$ cat config.mk
export PLATFORM = sky130hd
export DESIGN_NAME = sdram_init_seq
export DESIGN_NICKNAME = d
export VERILOG_FILES = /design/src/rtl/sdram_init_pkg.sv /design/src/rtl/sdram_init_ctrl.sv /design/src/rtl/sdram_init_dp.sv /design/src/rtl/sdram_init_seq.sv
export SDC_FILE = /design/constraint.sdc
export NUM_CORES = 1
export LEC_CHECK = 0
export BUFFER_PORTS_ARGS = -buffer_cell sky130_fd_sc_hd__buf_2
export CORE_MARGIN = 3
export CORE_UTILIZATION = 39
export CTS_BUF_LIST = sky130_fd_sc_hd__clkbuf_4 sky130_fd_sc_hd__clkbuf_8 sky130_fd_sc_hd__clkbuf_16
export CTS_CLUSTER_SIZE = 28
export DETAILED_ROUTE_END_ITERATION = 8
export GPL_TIMING_DRIVEN = 0
export HOLD_SLACK_MARGIN = 0.03
export PLACE_DENSITY = 0.58
export RECOVER_POWER = 100
export SLEW_MARGIN = 25
export SYNTH_ARGS = -nofsm -noshare
export SYNTH_HDL_FRONTEND = slang
export SYNTH_SLANG_ARGS = --single-unit
$ cat constraint.sdc
create_clock -name clk -period 2.5 [get_ports clk]
set_clock_uncertainty 0.1 [all_clocks]
set_input_delay 0.375 -clock clk [delete_from_list [all_inputs] [get_ports clk]]
set_output_delay 0.375 -clock clk [all_outputs]
set_load 0.005 [all_outputs]
$ cat src/rtl/sdram_init_pkg.sv
package sdram_init_pkg;

  localparam int CODE_W = 3;
  localparam int NREF_W = 4;
  localparam int MODE_W = 13;
  localparam int CMD_W  = CODE_W + NREF_W + MODE_W;

  typedef enum logic [CODE_W-1:0] {
    CMD_NONE       = 3'd0,
    CMD_CLK_ON     = 3'd1,
    CMD_PRECHG_ALL = 3'd2,
    CMD_AUTO_RFSH  = 3'd3,
    CMD_LOAD_MODE  = 3'd4
  } seqCmd_e;

  typedef enum logic [2:0] {
    STEP_CLK_ON,
    STEP_PRECHG,
    STEP_RFSH_A,
    STEP_RFSH_B,
    STEP_LOAD_MODE,
    STEP_RFSH_TIMER
  } initStep_e;

  typedef struct packed {
    logic [MODE_W-1:0] mode;
    logic [NREF_W-1:0] nref;
    seqCmd_e           code;
  } cmdWord_t;

  typedef struct packed {
    logic      issueCmd;
    logic      issueRefresh;
    logic      finish;
    logic      delayLoad;
    logic      delayTick;
    initStep_e step;
  } seqStrobes_t;

  // mode value fields: write burst single, op mode, CAS, burst type, burst length
  localparam logic [2:0] MODE_BLEN2   = 3'b001;
  localparam logic       MODE_SEQ     = 1'b0;
  localparam logic [2:0] MODE_CAS3    = 3'd3;
  localparam logic [1:0] MODE_OPSTD   = 2'b00;
  localparam logic       MODE_WBSING  = 1'b1;
  localparam logic [MODE_W-1:0] MODE_VALUE =
    {3'b000, MODE_WBSING, MODE_OPSTD, MODE_CAS3, MODE_SEQ, MODE_BLEN2};

  function automatic initStep_e stepAfter(initStep_e s);
    case (s)
      STEP_CLK_ON:    return STEP_PRECHG;
      STEP_PRECHG:    return STEP_RFSH_A;
      STEP_RFSH_A:    return STEP_RFSH_B;
      STEP_RFSH_B:    return STEP_LOAD_MODE;
      default:        return STEP_RFSH_TIMER;
    endcase
  endfunction

endpackage

$ cat src/rtl/sdram_init_ctrl.sv
module sdram_init_ctrl
  import sdram_init_pkg::*;
(
  input  logic        clk,
  input  logic        rst,
  input  logic        start,
  input  logic        busy,
  input  logic        delayDone,
  output seqStrobes_t strobes
);

  typedef enum logic [2:0] {
    S_IDLE,
    S_WAIT,
    S_HOLD,
    S_DELAY,
    S_FINAL,
    S_DONE
  } ctrlState_e;

  ctrlState_e state, stateNext;
  initStep_e  step, stepNext;

  always_ff @(posedge clk) begin
    if (rst) begin
      state <= S_IDLE;
      step  <= STEP_CLK_ON;
    end else begin
      state <= stateNext;
      step  <= stepNext;
    end
  end

  always_comb begin
    stateNext    = state;
    stepNext     = step;
    strobes      = '0;
    strobes.step = step;
    unique case (state)
      S_IDLE: begin
        if (start) begin
          stateNext = S_WAIT;
          stepNext  = STEP_CLK_ON;
        end
      end
      S_WAIT: begin
        if (!busy) begin
          if (step == STEP_RFSH_TIMER) strobes.issueRefresh = 1'b1;
          else                         strobes.issueCmd     = 1'b1;
          stateNext = S_HOLD;
        end
      end
      S_HOLD: begin
        // strobe cycle: busy is not yet meaningful
        if (step == STEP_RFSH_TIMER) begin
          stateNext = S_FINAL;
        end else if (step == STEP_CLK_ON) begin
          strobes.delayLoad = 1'b1;
          stateNext = S_DELAY;
          stepNext  = stepAfter(step);
        end else begin
          stateNext = S_WAIT;
          stepNext  = stepAfter(step);
        end
      end
      S_DELAY: begin
        strobes.delayTick = 1'b1;
        if (delayDone) stateNext = S_WAIT;
      end
      S_FINAL: begin
        if (!busy) begin
          strobes.finish = 1'b1;
          stateNext = S_DONE;
        end
      end
      S_DONE: stateNext = S_DONE;
      default: stateNext = S_IDLE;
    endcase
  end

endmodule

$ cat src/rtl/sdram_init_dp.sv
module sdram_init_dp
  import sdram_init_pkg::*;
#(
  parameter int          WAIT_CYCLES = 900000,
  parameter int          AR_PER_CMD  = 4,
  parameter int          REF_W       = 13,
  parameter logic [REF_W:0] REF_WORD = '0
) (
  input  logic              clk,
  input  logic              rst,
  input  seqStrobes_t       strobes,
  output logic              delayDone,
  output logic [CMD_W-1:0]  cmdWord,
  output logic              cmdValid,
  output logic [REF_W:0]    refreshWord,
  output logic              refreshLoad,
  output logic              done
);

  localparam logic [NREF_W-1:0] NREF_FIELD = NREF_W'(AR_PER_CMD - 1);

  generate
    if (WAIT_CYCLES <= 1) begin : g_noDelay
      assign delayDone = 1'b1;
    end else begin : g_delayCnt
      localparam int DLY_W = $clog2(WAIT_CYCLES);
      localparam logic [DLY_W-1:0] DLY_LOAD = DLY_W'(WAIT_CYCLES - 1);
      logic [DLY_W-1:0] delayCnt;
      always_ff @(posedge clk) begin
        if (rst)                                   delayCnt <= '0;
        else if (strobes.delayLoad)                delayCnt <= DLY_LOAD;
        else if (strobes.delayTick && delayCnt != '0) delayCnt <= delayCnt - 1'b1;
      end
      assign delayDone = (delayCnt == '0);
    end
  endgenerate

  cmdWord_t stepWord;

  always_comb begin
    stepWord = '0;
    unique case (strobes.step)
      STEP_CLK_ON:    stepWord.code = CMD_CLK_ON;
      STEP_PRECHG:    stepWord.code = CMD_PRECHG_ALL;
      STEP_RFSH_A,
      STEP_RFSH_B: begin
        stepWord.code = CMD_AUTO_RFSH;
        stepWord.nref = NREF_FIELD;
      end
      STEP_LOAD_MODE: begin
        stepWord.code = CMD_LOAD_MODE;
        stepWord.mode = MODE_VALUE;
      end
      default:        stepWord = '0;
    endcase
  end

  always_ff @(posedge clk) begin
    if (rst) begin
      cmdValid    <= 1'b0;
      cmdWord     <= '0;
      refreshLoad <= 1'b0;
      refreshWord <= '0;
      done        <= 1'b0;
    end else begin
      cmdValid    <= strobes.issueCmd;
      cmdWord     <= strobes.issueCmd ? stepWord : '0;
      refreshLoad <= strobes.issueRefresh;
      if (strobes.issueRefresh) refreshWord <= REF_WORD;
      if (strobes.finish)       done <= 1'b1;
    end
  end

endmodule

$ cat src/rtl/sdram_init_seq.sv
module sdram_init_seq
  import sdram_init_pkg::*;
#(
  parameter int WAIT_CYCLES  = 900000,
  parameter int SDCLK_KHZ    = 90000,
  parameter int RETENTION_US = 64000,
  parameter int ROWS         = 4096,
  parameter int MARGIN       = 20,
  parameter int AR_PER_CMD   = 4,
  parameter int REF_W        = 13
) (
  input  logic              clk,
  input  logic              rst,
  input  logic              start,
  input  logic              busy,
  output logic [CMD_W-1:0]  cmdWord,
  output logic              cmdValid,
  output logic [REF_W:0]    refreshWord,
  output logic              refreshLoad,
  output logic              done
);

  localparam longint REF_COUNT =
    (longint'(SDCLK_KHZ) * longint'(RETENTION_US)) / (longint'(ROWS) * 1000) - longint'(MARGIN);
  localparam logic [REF_W:0] REF_WORD = {REF_W'(REF_COUNT), 1'b0};

  seqStrobes_t strobes;
  logic        delayDone;

  sdram_init_ctrl u_ctrl (
    .clk       (clk),
    .rst       (rst),
    .start     (start),
    .busy      (busy),
    .delayDone (delayDone),
    .strobes   (strobes)
  );

  sdram_init_dp #(
    .WAIT_CYCLES (WAIT_CYCLES),
    .AR_PER_CMD  (AR_PER_CMD),
    .REF_W       (REF_W),
    .REF_WORD    (REF_WORD)
  ) u_dp (
    .clk         (clk),
    .rst         (rst),
    .strobes     (strobes),
    .delayDone   (delayDone),
    .cmdWord     (cmdWord),
    .cmdValid    (cmdValid),
    .refreshWord (refreshWord),
    .refreshLoad (refreshLoad),
    .done        (done)
  );

endmodule

==> results of run 1 <==
[Yosys cell counts, types with 3 or more instances]
cell type,n
a21oi_1,15
a31oi_1,6
nand3_1,3
xnor2_1,6
nor2b_1,4
nor2_1,21
inv_1,7
o21ai_0,3
nand2_1,5
buf_4,29
o211ai_1,6
dfxtp_1,34
o31ai_1,3
a211oi_1,3
nand2b_1,4
xor2_1,7
nor3_1,8
clkbuf_1,8
[sequential cells by signal, summed over array words and instances, names as in the netlist]
register and cells:
u_dp.refreshLoad 1, u_dp.cmdWord 4, u_dp.g_delayCnt.delayCnt 20, u_dp.cmdValid 1, u_dp.refreshWord 1, u_ctrl.step 3
u_dp.done 1, u_ctrl.state 3
[area by class of cell]
class / instances / area (sq um) / area share (%)
Sequential cell: 34 / 681 / 31.7
Multi-Input combinational cell: 147 / 937 / 43.6
Timing Repair Buffer: 20 / 93.8 / 4.37
Buffer: 38 / 251 / 11.7
Clock buffer: 6 / 82.6 / 3.84
Tap cell: 52 / 65.1 / 3.03
Inverter: 7 / 26.3 / 1.22
Clock inverter: 2 / 12.5 / 0.582
[layer usage]
layer / wire [microns] / vias to the layer above / part of all wire (%) / GRT usage, %
li1: - / 784 / - / -
met1: 1810 / 671 / 50 / 18.8
met3: 178 / 6 / 4.9 / 4.01
met2: 1570 / 36 / 43 / 21.4
met5: 0 / - / 0 / 0
met4: 83 / 0 / 2.3 / 6.52
[stage by stage]
step	setup WS [ns]	instance area (sq um)	instances
after floorplan	0.429	1910	226
after global placement	0.258	2070	298
after detailed placement	0.254	2070	298
after CTS	0.211	2170	306
after global routing	0.0536	2150	306
final	0.208	2150	306
[worst max-delay path: stages (launching register included)]
cell,delay (ns)
dfxtp_1,0.36
nor2b_1,0.18
and2_0,0.22
a2111oi_1,0.91
a31oi_1,0.18
a211oi_1,0.25
[power groups by stage]
stage / registers (uW) / logic [uW] / clock network (uW)
CTS: 644 / 495 / 444
detailed placement: 656 / 492 / 0
floorplan: 646 / 403 / 0
finish: 643 / 482 / 432
global placement: 657 / 489 / 0
global route: 652 / 540 / 465
[worst paths after layout]
| path | start | endpoint | slack, ns | cells past startpoint |
|---|---|---|---|---|
| hold reg to reg | u_dp.done | u_dp.done | 0.38 | 2 |
| setup / recovery | u_ctrl.step[0] | u_ctrl.step[2] | 0.21 | 5 |
| setup reg to reg | u_ctrl.step[0] | u_ctrl.step[2] | 0.21 | 5 |
| hold / removal | busy | u_dp.done | 0.31 | 4 |
[kinds of logic after synthesis]
| kind of cell | count (synthesis) | synth area share, % |
|---|---|---|
| simple gates | 65 | 22.0 |
| compound gates | 47 | 17.5 |
| buf+inv | 45 | 15.2 |
| flops | 34 | 37.0 |
| xor+xnor | 13 | 6.19 |
| fa+ha+maj | 2 | 1.36 |
| other cells | 1 | 0.204 |
| mux | 1 | 0.612 |
==> results by group, run 1 <==
Setup path
  – Crit path max fanout: 6
  – Crit path DAT: between 2 and 2.5 ns
  – CP Capture Type: flip-flop
  – Worst setup path category: flip-flop to flip-flop
  – Worst setup SP type: flip-flop
  – Critical Path RT: between 2 and 3 ns

Floorplan
  – Rows: 24
  – Die Area: around 0.0056 sq mm
  – Initial Util: 41.4%
  – DIE HEIGHT: between 70 and 80 microns
  – Total core area: approximately 0.0044 sq mm
  – Num ports: 41
  – Die X-Extent: between 70 and 80 microns

Drt
  – Final ANT Viol Nets: 0
  – Routed vias/inst: around 4.9
  – 1st-iter DRT viols: 99
  – Routed len/inst: 11.9 microns
  – Drt first pass iters: 4
  – Total wire length: roughly 3600 microns
  – Vias: between 1000 and 1500
  – DRC: 0

Yosys
  – Post-synth top flop: dfxtp_1
  – Mapped cell area: around 0.0018 sq mm
  – Mapped Cells: 208
  – Async SR Flop Fraction: 0%
  – Syn_area_per_cell: a little under 9 sq um
  – Cell variety after synth: 46
  – EDFF count, synth: 0
  – Post-synthesis sequential area ratio: about 37%
  – Ys Warns: 0
  – Synth area leaders: dfxtp_1 (37%), buf_4 (12%), nor2_1 (4.3%), a21oi_1 (4.1%), xor2_1 (3.3%)
  – Yosys reg bits: 34
  – Share of the synthesized area in the top cell type: roughly 37%
  – Post-synth top area cell: dfxtp_1

Timing
  – Setup violations, final: 0
  – RSZ-0062 raised after global routing: false
  – Fmax achieved: ~440 MHz
  – Final min period: between 2 and 2.5 ns
  – Fin. max-slew vios: 0
  – Final hold viol count: 0
  – Hold slack: between 0.3 and 0.4 ns
  – Final worst path period share: 91.7%
  – Setup TNS: 0 ns
  – Slew headroom: 35.8%
  – Least-Margin Pin Slew: between 0.9 and 1 ns

Clocking
  – CTS Sinks: 34
  – Num CTS Buffers: 5
  – Clk_lat worst skew: ~0.29 ns
  – # Post-CTS Setup Buffers: 0
  – CTS H-tree depth: 2
  – Worst-path clk slew: about 0.070 ns
  – CTS tree: yes
  – Maximum root-to-sink buffer count: 2
  – CTS-repair resized insts: 0
  – Clock Tree Root: clkbuf_8
  – Hold_buf cts: 0

Layout
  – Fill count: between 400 and 500
  – Commonest non-fill, non-tap cell in the layout: dfxtp_1
  – Post-layout util: between 40% and 50%
  – Commonest cells after routing, fill and taps aside: dfxtp_1 (34), nor2_1 (21), buf_4 (19), conb_1 (19)
  – Fraction of layout cells with a size suffix above 1: 23.2%
  – Nets: between 200 and 300
  – # diodes: 0
  – Area added between synthesis and finish: 16.8%

Pwr
  – Sequential Power Share: 41.3%
  – Pint: between 900 and 1000 uW
  – Comb pwr share: a little under a third
  – Static leakage: around 0.00087 uW
  – VDD IR max: 0.268 mV
  – Sw Ratio: between 30% and 40%
  – Final Power: between 1500 and 2000 uW
  – Clk pwr share: approximately 28%
  – Pwr/cell area: 724 mW/mm^2
  – P_sw: roughly 560 uW

Global routing
  – GR Util All Layers: 14.2%
  – Global-route wire length before repair: about 6000 microns
  – Grt ovf: 0
  – Vias in the first global route: approximately 1200
  – Largest net degree at the start of global routing: 12
  – Initial antenna violation count: 0

Run status
  – Outcome: complete, no violations

Place
  – Number of buffers added on ports: 20
  – Hpwl dp: 2630 microns
  – Final GP Congestion: about 0.74

Worst hold path
  – Hold Crit Class: input port to flip-flop

Run
  – Max-cap violations: 0
(Power assumes the default switching activity.)
==> run 2, diff against run 1 <==
--- a/config.mk
+++ b/config.mk
@@ -7,13 +7,13 @@
 export LEC_CHECK = 0
 export BUFFER_PORTS_ARGS = -buffer_cell sky130_fd_sc_hd__buf_2
 export CORE_MARGIN = 3
-export CORE_UTILIZATION = 39
+export CORE_UTILIZATION = 53
 export CTS_BUF_LIST = sky130_fd_sc_hd__clkbuf_4 sky130_fd_sc_hd__clkbuf_8 sky130_fd_sc_hd__clkbuf_16
 export CTS_CLUSTER_SIZE = 28
 export DETAILED_ROUTE_END_ITERATION = 8
 export GPL_TIMING_DRIVEN = 0
 export HOLD_SLACK_MARGIN = 0.03
-export PLACE_DENSITY = 0.58
+export PLACE_DENSITY = 0.75
 export RECOVER_POWER = 100
 export SLEW_MARGIN = 25
 export SYNTH_ARGS = -nofsm -noshare
==> run 2 against run 1 <==
Register-to-register slack better by 0.02 ns. Clock power down 24%. Sequential power about the same. Global-route usage up 4.1 points. Non-clock buffer count unchanged. Critical path type unchanged.
==> results by group, run 2 (synthesis gave the netlist of run 1 again) <==
Run status
  – Outcome: complete, no violations

Drt
  – Vias: 1499 (+0.13%)
  – Routed vias/inst: 5.03 (+2.8%)
  – Final ANT Viol Nets: 0 (unchanged)
  – Total wire length: 3440 microns (-5.7%)
  – 1st-iter DRT viols: 42 (-58%)
  – Drt first pass iters: 4 (unchanged)
  – DRC: 0 (unchanged)
  – Routed len/inst: 11.5 microns (-3.1%)

Global routing
  – GRT met3 Usage: 6.07% (+2.1 points)
  – Global-route wire length before repair: 5970 microns (-0.23%)
  – Most used routing layer: met2
  – GR Util All Layers: 18.2% (+4.1 points)
  – GR Layer Usage met1: 22.4% (+3.6 points)
  – Met2 GRT Util: 29.5% (+8.1 points)
  – Largest net degree at the start of global routing: 11 (-1)
  – Grt ovf: 0 (unchanged)
  – Initial antenna violation count: 0 (unchanged)
  – Vias in the first global route: 1354 (+9.2%)

Clocking
  – Clk_lat worst skew: 0.34 ns (+0.05 ns)
  – Maximum root-to-sink buffer count: 2 (unchanged)
  – Hold_buf cts: 0 (unchanged)
  – CTS Sinks: 34 (unchanged)
  – CTS tree: yes
  – CTS H-tree depth: 2 (unchanged)
  – Clock Tree Root: clkbuf_4
  – Num CTS Buffers: 5 (unchanged)
  – # Post-CTS Setup Buffers: 0 (unchanged)
  – Worst-path clk slew: 0.11 ns (+0.04 ns)
  – CTS-repair resized insts: 0 (unchanged)

Timing
  – Fmax achieved: 440 MHz (+0.79%)
  – Hold slack: 0.266 ns (-0.0427 ns)
  – Setup violations, final: 0 (unchanged)
  – Fin. max-slew vios: 0 (unchanged)
  – Slew headroom: 57.7% (+22 points)
  – Final hold viol count: 0 (unchanged)
  – Least-Margin Pin Slew: 0.633 ns (-0.327 ns)
  – RSZ-0062 raised after global routing: false
  – Final min period: 2.27 ns (-0.0179 ns)
  – Setup TNS: 0 ns (unchanged)
  – Final worst path period share: 91.0% (-0.72 points)

Place
  – Placed insts: 290 (-2.7%)
  – Final GP Congestion: 0.788 (+5.9%)
  – Dpl cell area: 0.00206 sq mm (-0.48%)
  – Number of buffers added on ports: 20 (unchanged)
  – Hpwl dp: 2520 microns (-4.3%)

Setup path
  – Crit path cell chain: or4_4 > nand4b_4 > clkbuf_1 > nor4b_1 > xnor2_1 > nor2_1
  – Crit path max fanout: 10 (+4)
  – Worst setup SP type: flip-flop
  – CP Capture Type: flip-flop
  – Worst setup path category: flip-flop to flip-flop
  – Critical Path RT: 2.61 ns (about the same)
  – Slowest CP cell: or4_4
  – Critical Path Max Stage Delay: 0.59 ns (-0.32 ns)
  – Crit path DAT: 2.39 ns (about the same)

Layout
  – Most flop-heavy register: u_dp.g_delayCnt.delayCnt
  – Nets: 259 (unchanged)
  – # diodes: 0 (unchanged)
  – Fill count: 299 (-29%)
  – Fraction of layout cells with a size suffix above 1: 24.4% (+1.2 points)
  – Area added between synthesis and finish: 15.0%
  – Largest regs: u_dp.g_delayCnt.delayCnt (20), u_dp.cmdWord (4)
  – Design area: 0.00212 sq mm (-1.6%)
  – Commonest cells after routing, fill and taps aside: dfxtp_1 (34), nor2_1 (21), buf_4 (19), conb_1 (19), buf_2 (17)
  – Non-Filler Instances: 298 (-2.6%)
  – Max reg flops: 20 (unchanged)
  – Commonest non-fill, non-tap cell in the layout: dfxtp_1

Floorplan
  – Die X-Extent: 64.9 microns (-13%)
  – Die Area: 0.00422 sq mm (-24%)
  – Rows: 20 (-17%)
  – Initial Util: 57.9% (+17 points)
  – DIE HEIGHT: 64.9 microns (-13%)
  – Num ports: 41 (unchanged)
  – Total core area: 0.00318 sq mm (-28%)

Pwr
  – Clk pwr share: 22.5% (-5.2 points)
  – Pint: 920 uW (-7.4%)
  – VDD IR max: 0.453 mV (+69%)
  – P_sw: 533 uW (-5.4%)
  – Sw Ratio: 36.7% (+0.50 points)
  – Comb pwr share: 33.0% (+2.1 points)
  – Static leakage: 0.000873 uW (+0.16%)
  – Sequential Power Share: 44.4% (+3.1 points)
  – Pwr/cell area: 687 mW/mm^2 (-5.2%)

Run
  – Max-cap violations: 0 (unchanged)

Worst hold path
  – Hold Crit Class: input port to flip-flop
==> run 2: area by class of cell <==
cell class,count,area [sq um],share of cell area [%]
well taps,44,55.1,2.60
flip-flops and latches,34,681,32.2
multi-input cells,147,942,44.5
plain buffers,38,251,11.9
clock buffers,7,58.8,2.78
inverters,7,26.3,1.24
repair buffers,20,96.3,4.55
clock inverters,1,5.00,0.237
==> run 2: power by group through the flow <==
stage          combinational, uW  clock, uW  sequential, uW
2_1_floorplan                403          0             646
6_report                     480        327             645
5_1_grt                      538        364             656
3_3_place_gp                 478          0             656
3_5_place_dp                 482          0             657
4_1_cts                      486        342             645
==> run 2: metrics by stage <==
stage / util (%) / power [uW] / worst slack, ns
3_3_place_gp: 64.9 / 1130 / 0.292
3_5_place_dp: 64.9 / 1140 / 0.302
5_1_grt: 66.6 / 1560 / 0.0717
4_1_cts: 66.9 / 1470 / 0.254
2_1_floorplan: - / 1050 / 0.429
6_report: 66.6 / 1450 / 0.226
==> run 2: final timing paths <==
path	startpoint	slack, ns	end	cells after the start
setup / recovery	u_dp.g_delayCnt.delayCnt[5]	0.23	u_dp.g_delayCnt.delayCnt[17]	6
hold / removal	rst	0.27	u_ctrl.step[2]	2
setup reg to reg	u_dp.g_delayCnt.delayCnt[5]	0.23	u_dp.g_delayCnt.delayCnt[17]	6
hold reg to reg	u_dp.done	0.39	u_dp.done	2
==> run 2: metal layers <==
| layer | up-vias | share of wire, % |
|---|---|---|
| li1 | 781 | - |
| met1 | 671 | 47 |
| met2 | 45 | 46 |
| met3 | 2 | 6.8 |
| met4 | 0 | 0.76 |
| met5 | - | 0 |
==> run 2: worst max-delay path: cells and delay by family, from the launching register on <==
kind | cells | cell delay, ns
XOR/XNOR | 1 | 0.16
AND/OR/NAND/NOR | 4 | 1.25
flip-flops | 1 | 0.36
buffers and inverters | 1 | 0.27
==> run 3, diff against run 2 <==
--- a/config.mk
+++ b/config.mk
@@ -5,15 +5,16 @@
 export SDC_FILE = /design/constraint.sdc
 export NUM_CORES = 1
 export LEC_CHECK = 0
+export ABC_AREA = 1
 export BUFFER_PORTS_ARGS = -buffer_cell sky130_fd_sc_hd__buf_2
-export CORE_MARGIN = 3
-export CORE_UTILIZATION = 53
+export CORE_MARGIN = 5
+export CORE_UTILIZATION = 45
 export CTS_BUF_LIST = sky130_fd_sc_hd__clkbuf_4 sky130_fd_sc_hd__clkbuf_8 sky130_fd_sc_hd__clkbuf_16
 export CTS_CLUSTER_SIZE = 28
 export DETAILED_ROUTE_END_ITERATION = 8
 export GPL_TIMING_DRIVEN = 0
 export HOLD_SLACK_MARGIN = 0.03
-export PLACE_DENSITY = 0.75
+export PLACE_DENSITY = 0.64
 export RECOVER_POWER = 100
 export SLEW_MARGIN = 25
 export SYNTH_ARGS = -nofsm -noshare
==> run 3 against run 2 <==
Critical path depth grew 7. Core utilization shrank 13 points. Clock power grew 53%. Area after synthesis grew 20%. Largest cell class unchanged.
==> results by group, run 3 <==
Run status
  – Outcome: complete, no violations

Clocking
  – Worst-path clk slew: 0.07 ns (-0.04 ns)
  – CTS tree: yes
  – CTS-repair resized insts: 0 (unchanged)
  – Clock Tree Root: clkbuf_8
  – # Post-CTS Setup Buffers: 0 (unchanged)
  – CTS H-tree depth: 2 (unchanged)
  – CTS Sinks: 34 (unchanged)
  – Maximum root-to-sink buffer count: 2 (unchanged)
  – Hold_buf cts: 0 (unchanged)
  – Num CTS Buffers: 5 (unchanged)
  – Clk_lat worst skew: 0.29 ns (-0.05 ns)

Floorplan
  – Num ports: 41 (unchanged)
  – Die X-Extent: 80.2 microns (+23%)
  – Initial Util: 46.6% (-11 points)
  – DIE HEIGHT: 80.2 microns (+23%)
  – Rows: 25 (+25%)
  – Total core area: 0.00475 sq mm (+50%)
  – Die Area: 0.00642 sq mm (+52%)

Pwr
  – Final Power: 3610 uW (+150%)
  – Pwr/cell area: 1420 mW/mm^2 (+110%)
  – VDD IR max: 0.564 mV (+24%)
  – Static leakage: 0.00136 uW (+56%)

Setup path
  – Worst setup SP type: flip-flop
  – RR Startpoint: u_dp.g_delayCnt.delayCnt[0]
  – Crit path max fanout: 10 (unchanged)
  – Worst setup path category: flip-flop to flip-flop
  – CP Capture Type: flip-flop
  – Worst Setup SP: u_dp.g_delayCnt.delayCnt[0]
  – Crit path DAT: 2.09 ns (-0.30 ns)
  – Critical Path RT: 2.58 ns (-0.03 ns)

Yosys
  – Mapped cell area: 0.00221 sq mm (+20%)
  – Ys Warns: 0 (unchanged)
  – Yosys reg bits: 34 (unchanged)
  – Post-synthesis sequential area ratio: 30.7% (-6.2 points)
  – Cell variety after synth: 37 (-20%)
  – Post-synth top area cell: dfxtp_1
  – Async SR Flop Fraction: 0% (unchanged)
  – Post-synth top cells: nand2_1 (66), nor2_1 (41), inv_1 (40)
  – EDFF count, synth: 0 (unchanged)
  – Most common cell in the netlist: nand2_1
  – Synth area leaders: dfxtp_1 (31%), nand2_1 (11%), buf_4 (10%), nand3_1 (7.9%), nor2_1 (6.9%)
  – Post-synth top flop: dfxtp_1
  – Mapped Cells: 334 (+61%)
  – Syn_area_per_cell: 6.63 sq um (-25%)
  – Share of the synthesized area in the top cell type: 30.7% (-6.2 points)

Timing
  – Setup violations, final: 0 (unchanged)
  – Setup TNS: 0 ns (unchanged)
  – Final hold viol count: 0 (unchanged)
  – Final worst path period share: 80.2% (-11 points)
  – RSZ-0062 raised after global routing: false
  – Final min period: 2.01 ns (-0.268 ns)
  – Fmax achieved: 499 MHz (+13%)
  – Fin. max-slew vios: 0 (unchanged)

Drt
  – 1st-iter DRT viols: 143 (+240%)
  – Total wire length: 4850 microns (+41%)
  – Drt first pass iters: 5 (+1)
  – Routed vias/inst: 4.56 (-9.4%)
  – Vias: 2038 (+36%)
  – Final ANT Viol Nets: 0 (unchanged)
  – Routed len/inst: 10.8 microns (-5.9%)
  – DRC: 0 (unchanged)

Layout
  – Fill count: 508 (+70%)
  – Largest regs: u_dp.g_delayCnt.delayCnt (20), u_dp.cmdWord (4)
  – # diodes: 0 (unchanged)
  – Area added between synthesis and finish: 15.3%
  – Flip-flop and latch area: 681 sq um (unchanged)
  – Commonest cells after routing, fill and taps aside: nand2_1 (68), nor2_1 (42), inv_1 (41)
  – Footprint of the multi-input gates: 0.00113 sq mm (+20%)
  – Max reg flops: 20 (unchanged)
  – Most flop-heavy register: u_dp.g_delayCnt.delayCnt
  – Fraction of layout cells with a size suffix above 1: 20.0% (-4.4 points)
  – Nets: 385 (+49%)
  – Non-Filler Instances: 447 (+50%)
  – Commonest non-fill, non-tap cell in the layout: nand2_1
  – Design area: 0.00255 sq mm (+21%)

Place
  – Hpwl dp: 3670 microns (+46%)
  – Number of buffers added on ports: 20 (unchanged)
  – Final GP Congestion: 0.861 (+9.2%)
  – Placed insts: 439 (+51%)
  – Dpl cell area: 0.00247 sq mm (+20%)

Worst hold path
  – Hold Crit Class: input port to flip-flop
  – Hold Path Origin: busy

Global routing
  – Grt ovf: 0 (unchanged)
  – Global-route wire length before repair: 8540 microns (+43%)
  – Largest net degree at the start of global routing: 12 (+1)
  – Initial antenna violation count: 0 (unchanged)
  – GR Util All Layers: 16.6% (-1.6 points)
  – Vias in the first global route: 1879 (+39%)

Run
  – Max-cap violations: 0 (unchanged)
## run 3: cell count changes after synthesis, sizes merged, moves of 7 or more
cell,change
inv,+40
nor2,+30
nand4,+14
o211ai,-7
nand2,+65
nand3,+33
clkbuf,-7
## run 3: kinds of logic (layout without fill, tap and decap cells)
family | count (synthesis) | count (layout) | share of synthesized area [%]
simple gates | 181 | 181 | 38.9
compound gates | 24 | 24 | 6.21
other cells | 1 | 19 | 0.169
fa+ha+maj | 2 | 2 | 1.13
flops | 34 | 34 | 30.7
buf+inv | 86 | 114 | 20.5
xor+xnor | 6 | 6 | 2.37
## run 3: worst paths after layout
check | cells past startpoint | slack, ns | to
worst min register to register | 1 | 0.37 | u_dp.done
worst min-delay path | 4 | 0.37 | u_ctrl.state[1]
worst max-delay path | 13 | 0.49 | u_ctrl.state[0]
worst max register to register | 13 | 0.49 | u_ctrl.state[0]
## run 3: power breakdown
group,internal [uW],total (uW),switching [uW]
registers,696,862,166
logic,774,2250,1480
clock network,293,500,206
## run 3: worst max-delay path, cell delays in order (launching register included)
cell and delay [ns]:
dfxtp_1 0.33, inv_1 0.16, ha_1 0.17, inv_1 0.04
nor2_1 0.09, nand2_1 0.08, nor2_1 0.17, nand3_4 0.15
nand2_1 0.14, buf_8 0.15, nand2_1 0.08, nand2_1 0.07
o21ai_1 0.05, and2_1 0.13
## run 3: cell type report
type / instances / area share, %
clock inverter: 3 / 1.57
multi-input combinational: 232 / 44.4
timing repair buffer: 20 / 3.63
sequential: 34 / 26.7
inverter: 49 / 7.30
tap: 67 / 3.28
buffer: 37 / 10.4
clock buffer: 5 / 2.69
## run 3: per-layer routing
layer	share of wire (%)	GRT usage, %	up-vias	wire, microns
li1	-	-	1094	-
met3	5.3	3.59	4	257
met4	0.95	6.42	0	46
met1	50	21.4	891	2450
met2	43	26.9	49	2100
met5	0	0	-	0
## run 3: metrics by stage
stage | util (%) | hold WS (ns) | setup WS [ns]
2_1_floorplan | - | 0.348 | 0.855
6_report | 53.7 | 0.368 | 0.494
3_5_place_dp | 51.9 | 0.352 | 0.643
3_3_place_gp | 51.9 | 0.346 | 0.673
5_1_grt | 53.7 | 0.383 | 0.312
4_1_cts | 54.2 | 0.361 | 0.622
